File: src/rtl/dsp_pkg.sv
package dsp_pkg;

  typedef enum logic [1:0] {
    OP_INSTR = 2'b00,
    OP_DATA  = 2'b01,
    OP_TRAP  = 2'b10,
    OP_RSVD  = 2'b11
  } dsp_op_e;

  // flush status presented on the pins: frozen forces all ones
  function automatic logic [1:0] flush_view(input logic frozen, input logic [1:0] core_stat);
    return frozen ? 2'b11 : core_stat;
  endfunction

  // detected rising edge between a synchronized level and its previous sample
  function automatic logic rise_seen(input logic now_lvl, input logic prev_lvl);
    return now_lvl & ~prev_lvl;
  endfunction

endpackage

File: src/rtl/dsp_sync.sv
module dsp_sync #(
  parameter int STAGES = 2
) (
  input  logic clk,
  input  logic rst_n,
  input  logic d,
  output logic q
);
  logic [STAGES-1:0] chain;

  generate
    for (genvar g = 0; g < STAGES; g++) begin : g_stage
      if (g == 0) begin : g_first
        always_ff @(posedge clk) begin
          if (!rst_n) chain[0] <= 1'b0;
          else        chain[0] <= d;
        end
      end else begin : g_next
        always_ff @(posedge clk) begin
          if (!rst_n) chain[g] <= 1'b0;
          else        chain[g] <= chain[g-1];
        end
      end
    end
  endgenerate

  assign q = chain[STAGES-1];
endmodule

File: src/rtl/dsp_shift_src.sv
module dsp_shift_src #(
  parameter int SYNC_STAGES = 2
) (
  input  logic clk,
  input  logic rst_n,
  input  logic ext_mode,
  input  logic dbg_clk,
  input  logic dbg_din,
  output logic shift_pulse,
  output logic shift_bit
);
  import dsp_pkg::*;

  logic clk_s, din_s, clk_prev;

  dsp_sync #(.STAGES(SYNC_STAGES)) u_sync_clk (
    .clk(clk), .rst_n(rst_n), .d(dbg_clk), .q(clk_s));
  dsp_sync #(.STAGES(SYNC_STAGES)) u_sync_din (
    .clk(clk), .rst_n(rst_n), .d(dbg_din), .q(din_s));

  always_ff @(posedge clk) begin
    if (!rst_n) clk_prev <= 1'b0;
    else        clk_prev <= clk_s;
  end

  always_comb begin
    if (ext_mode) begin
      shift_pulse = rise_seen(clk_s, clk_prev);
      shift_bit   = din_s;
    end else begin
      shift_pulse = dbg_clk;
      shift_bit   = dbg_din;
    end
  end
endmodule

File: src/rtl/dsp_shift_core.sv
module dsp_shift_core #(
  parameter int SR_W   = 35,
  parameter int TRAP_W = 32
) (
  input  logic              clk,
  input  logic              rst_n,
  input  logic              shift_pulse,
  input  logic              shift_bit,
  input  logic              freeze_bit,
  input  logic [1:0]        op_sel,
  input  logic [SR_W-1:0]   load_word,
  output logic              dout,
  output logic [SR_W-1:0]   cap_word,
  output logic [1:0]        cap_kind,
  output logic              done,
  output logic [TRAP_W-1:0] trap_ctl,
  output logic              xfer_last
);
  import dsp_pkg::*;

  localparam int CNT_W = $clog2(SR_W);
  localparam logic [CNT_W-1:0] LAST_IDX = CNT_W'(SR_W - 1);

  logic [SR_W-1:0]  sr;
  logic [SR_W-1:0]  next_word;
  logic [CNT_W-1:0] cnt;

  assign next_word = {sr[SR_W-2:0], shift_bit};
  assign xfer_last = shift_pulse && (cnt == LAST_IDX);
  assign dout      = sr[SR_W-1];

  always_ff @(posedge clk) begin
    if (!rst_n) begin
      sr       <= '0;
      cnt      <= '0;
      cap_word <= '0;
      cap_kind <= OP_INSTR;
      done     <= 1'b0;
      trap_ctl <= '0;
    end else begin
      done <= xfer_last;
      if (xfer_last) begin
        cap_word <= next_word;
        cap_kind <= op_sel;
        sr       <= {freeze_bit, load_word[SR_W-2:0]};
        cnt      <= '0;
        if (op_sel == OP_TRAP) trap_ctl <= next_word[TRAP_W-1:0];
      end else if (shift_pulse) begin
        sr  <= next_word;
        cnt <= cnt + 1'b1;
      end
    end
  end
endmodule

File: src/rtl/dsp_freeze.sv
module dsp_freeze (
  input  logic       clk,
  input  logic       rst_n,
  input  logic       freeze_req,
  input  logic [1:0] core_flush,
  output logic       freeze,
  output logic [1:0] flush_stat
);
  import dsp_pkg::*;

  always_ff @(posedge clk) begin
    if (!rst_n) begin
      freeze     <= 1'b0;
      flush_stat <= 2'b00;
    end else begin
      freeze     <= freeze_req;
      flush_stat <= flush_view(freeze_req, core_flush);
    end
  end
endmodule

File: src/rtl/dbg_shift_port.sv
module dbg_shift_port #(
  parameter int SR_W        = 35,
  parameter int TRAP_W      = 32,
  parameter int SYNC_STAGES = 2
) (
  input  logic              clk,
  input  logic              rst_n,
  input  logic              ext_clk_mode_i,
  input  logic              dbg_clk_i,
  input  logic              dbg_din_i,
  output logic              dbg_dout_o,
  input  logic [1:0]        op_sel_i,
  input  logic [SR_W-1:0]   load_word_i,
  output logic [SR_W-1:0]   cap_word_o,
  output logic [1:0]        cap_kind_o,
  output logic              xfer_done_o,
  output logic [TRAP_W-1:0] trap_ctl_o,
  input  logic              freeze_req_i,
  input  logic [1:0]        core_flush_i,
  output logic              freeze_o,
  output logic [1:0]        flush_stat_o
);
  logic shift_pulse, shift_bit, xfer_last;

  dsp_shift_src #(.SYNC_STAGES(SYNC_STAGES)) u_src (
    .clk(clk), .rst_n(rst_n), .ext_mode(ext_clk_mode_i),
    .dbg_clk(dbg_clk_i), .dbg_din(dbg_din_i),
    .shift_pulse(shift_pulse), .shift_bit(shift_bit));

  dsp_shift_core #(.SR_W(SR_W), .TRAP_W(TRAP_W)) u_core (
    .clk(clk), .rst_n(rst_n), .shift_pulse(shift_pulse), .shift_bit(shift_bit),
    .freeze_bit(freeze_o), .op_sel(op_sel_i), .load_word(load_word_i),
    .dout(dbg_dout_o), .cap_word(cap_word_o), .cap_kind(cap_kind_o),
    .done(xfer_done_o), .trap_ctl(trap_ctl_o), .xfer_last(xfer_last));

  dsp_freeze u_frz (
    .clk(clk), .rst_n(rst_n), .freeze_req(freeze_req_i), .core_flush(core_flush_i),
    .freeze(freeze_o), .flush_stat(flush_stat_o));
endmodule

File: config.mk
export PLATFORM = sky130hd
export DESIGN_NAME = dbg_shift_port
export DESIGN_NICKNAME = d
export VERILOG_FILES = /design/src/rtl/dsp_pkg.sv /design/src/rtl/dsp_sync.sv /design/src/rtl/dsp_shift_src.sv /design/src/rtl/dsp_shift_core.sv /design/src/rtl/dsp_freeze.sv /design/src/rtl/dbg_shift_port.sv
export SDC_FILE = /design/constraint.sdc
export NUM_CORES = 1
export LEC_CHECK = 0
export ABC_CLOCK_PERIOD_IN_PS = 2000
export BUFFER_PORTS_ARGS = -buffer_cell sky130_fd_sc_hd__buf_2
export CAP_MARGIN = 20
export CORE_MARGIN = 4
export CORE_UTILIZATION = 25
export DETAILED_ROUTE_END_ITERATION = 16
export PLACE_DENSITY_LB_ADDON = 0.25
export SYNTH_ARGS = -nofsm -noshare
export SYNTH_HDL_FRONTEND = slang
export SYNTH_SLANG_ARGS = --single-unit
File: constraint.sdc
create_clock -name clk -period 2 [get_ports clk]
set_input_delay 0.3 -clock clk [delete_from_list [all_inputs] [get_ports clk]]
set_output_delay 0.3 -clock clk [all_outputs]
set_load 0.005 [all_outputs]
==> results.toml <==
[status]
status = "complete, no violations"

[global_routing]
grt_max_degree = 61
grtUsageTotal = 0.1234
grt_pass1_vias = 3824
grt_overflow = 0
antenna_found_initial = 0
grt_pass1_wl_um = 20140

[drt]
drc_errors = 0
drt_iter0_markers = 188
wire_per_inst_um = 14.10
drt-total-wl_um = 12280
ant_nets = 0
viasPerCell = 4.567
drtPass1Iterations = 4
vias = 3978

[sta]
fin_skew_ns = 0.007892
tightest_slew_ns = 0.4343
rsz0062_at_grt = "yes"
drv_slew = 0
finalCriticalPeriod_ns = 1.910
min_period_over_period = 0.9551
finalHoldViolCount = 0
timing.final.ws_setup_ns = 0.08987
finalSetupViolCount = 0
hold_ws_ns = 0.09942
slew_headroom = 0.7105
fin_setup_tns_ns = 0
fmax_mhz = 523.5

[synthesis]
yosys.area.top_type = "dfxtp_1"
synth_cell_type_count = 31
synthCells = 523
ys.flop_type = "dfxtp_1"
synth_edf_count = 0
async_flop_share = 0
synth_area_leaders = "dfxtp_1 (53%), nand2_1 (9.0%), a21oi_1 (8.4%)"
synth.top_cell.area_share = 0.5274
syn_area_um2 = 4517
synth_commonest_cells = "dfxtp_1 (119), nand2_1 (108), a21oi_1 (76)"
ys_ff_latch = 119
yosysMostFrequentCell = "dfxtp_1"
yosys_warnings = 0
avgSynthCellArea_um2 = 8.636
syn_nets = 570
yosysSeqAreaShare = 0.5274

[setup_path]
worstSetupPathType = "reg2reg"
crit_arrival_ns = 2.23
critPathLaunchType = "flip-flop"
crit_fanout = 44
r2r_slack_ns = 0.09
critPathRequiredTime_ns = 2.32
crit_path_end_kind = "flip-flop"

[placed_design]
dp.final_hpwl_um = 8378
post-place-ws_ns = 0.07363
routabilityCongestion = 0.7412
place_area_um2 = 5418
port_buffers = 117

[cts]
clock-sinks = 119
tritoncts = "done"
root_buffer = "clkbuf_16"
clkTransAtPathRegs_ns = 0.05
cts_resized = 0
clk_path_buf_depth = 2
clkLatencyLatePin_ns = 0.40
cts_setup_buffers = 0
cts_buffers = 17
ctsHtreeMaxLevel = 4

[cells_and_area]
fin_area_um2 = 6051
syn_to_final_growth_pct = 33.96
diodes = 0
layout-drive-gt1-share = 0.2616
nets = 680

[floorplanning]
io_pins = 119
die_h_um = 142.4
die_area_um2 = 20280
rows = 48
coreArea_um2 = 17480
initial_core_util = 0.2584
die_x_um = 142.4

[pwr]
power_density_nw_per_um2 = 992.4
leakagePower_nw = 2.663
irDropWorstVdd_uv = 527.3
finalPower_mw = 6.005

[hold_path]
hold_class = "in2reg"

[run]
max-cap-violations = 0
==> routing by layer <==
layer	wire length, µm	up-vias	global-route usage
li1	-	2020	-
met1	5729	1842	0.1619
met2	5763	102	0.1935
met3	583	14	0.03226
met4	201	0	0.05053
met5	0	-	0
==> sequential cells by signal, summed over array words and instances (netlist names), 2 cells and up <==
signal / count
u_core.trap_ctl: 32
u_core.sr: 35
u_core.cnt: 6
u_core.cap_word: 35
u_core.cap_kind: 2
u_frz.flush_stat: 2
==> cells by family (layout without fill, tap and decap cells) <==
kind of cell | count (synthesis) | count (layout) | share of synthesized area
adder cells (fa/ha/maj) | 2 | 2 | 0.005539
buffers and inverters | 45 | 168 | 0.04460
flip-flops | 119 | 119 | 0.5274
AO/OA/AOI/OAI | 154 | 154 | 0.1817
multiplexers | 35 | 35 | 0.07756
XOR/XNOR | 1 | 1 | 0.001939
AND/OR/NAND/NOR | 167 | 167 | 0.1612
==> layout make-up <==
type                            count  area, µm²
Clock inverter                      9      145.1
Clock buffer                       23      488.0
Fill cell                        1869      11430
Timing Repair Buffer              132      788.3
Multi-Input combinational cell    359       1951
Sequential cell                   119       2382
Tap cell                          225      281.5
Inverter                            4      15.01
==> timing repair <==
action | 4_1_cts | 5_1_grt
hold endpoints to repair | 0 | 0
endpoints found under the setup margin | 0 | 2
hold buffers | 0 | 0
==> path summary, 6_finish.rpt <==
path | startpoint | endpoint | cells after the start
hold reg to reg | u_src.u_sync_clk.chain[0]$_SDFF_PN0_ | u_src.u_sync_clk.q$_SDFF_PN0_ | 1
setup / recovery | u_core.cnt[3]$_SDFFE_PP0P_ | u_core.trap_ctl[0]$_SDFFE_PN0P_ | 5
setup reg to reg | u_core.cnt[3]$_SDFFE_PP0P_ | u_core.trap_ctl[0]$_SDFFE_PN0P_ | 5
hold / removal | core_flush_i[0] | u_frz.flush_stat[0]$_SDFF_PN0_ | 3
==> power by group <==
group,internal (mW),switching [mW],leakage (nW)
Clock,2.21,1.04,0.317
Combinational,0.112,0.152,1.38
Sequential,2.44,0.0551,0.967
Total,4.76,1.25,2.66
==> cell usage in the layout, fill, tap and decap left out, types with 3 or more instances in the layout <==
master / Yosys / final
and2_1: 6 / 6
inv_1: 4 / 3
o21ai_1: 7 / 7
clkinv_2: 0 / 5
bufinv_16: 0 / 4
o21ai_0: 61 / 61
buf_2: 5 / 116
clkbuf_16: 0 / 17
nand2_1: 108 / 106
buf_12: 0 / 7
nor2_1: 10 / 10
a21oi_1: 76 / 76
nand3_1: 33 / 33
dfxtp_1: 119 / 119
mux2i_1: 35 / 35
buf_4: 0 / 9
clkbuf_8: 0 / 4
==> worst max-delay path, stage by stage, from the launching register on <==
cell and delay (ns):
dfxtp_1 0.36, or4b_4 0.58, a2111oi_4 0.38, buf_12 0.25, nor2_1 0.06, a211oi_1 0.19
==> per-stage QoR <==
step | cells | utilization
after detailed placement | 839 | 0.3100
after CTS | 871 | 0.3462
after global placement | 839 | 0.3100
final | 871 | 0.3462
after global routing | 871 | 0.3462
after floorplan | 523 | -
(Power assumes the default switching activity.)
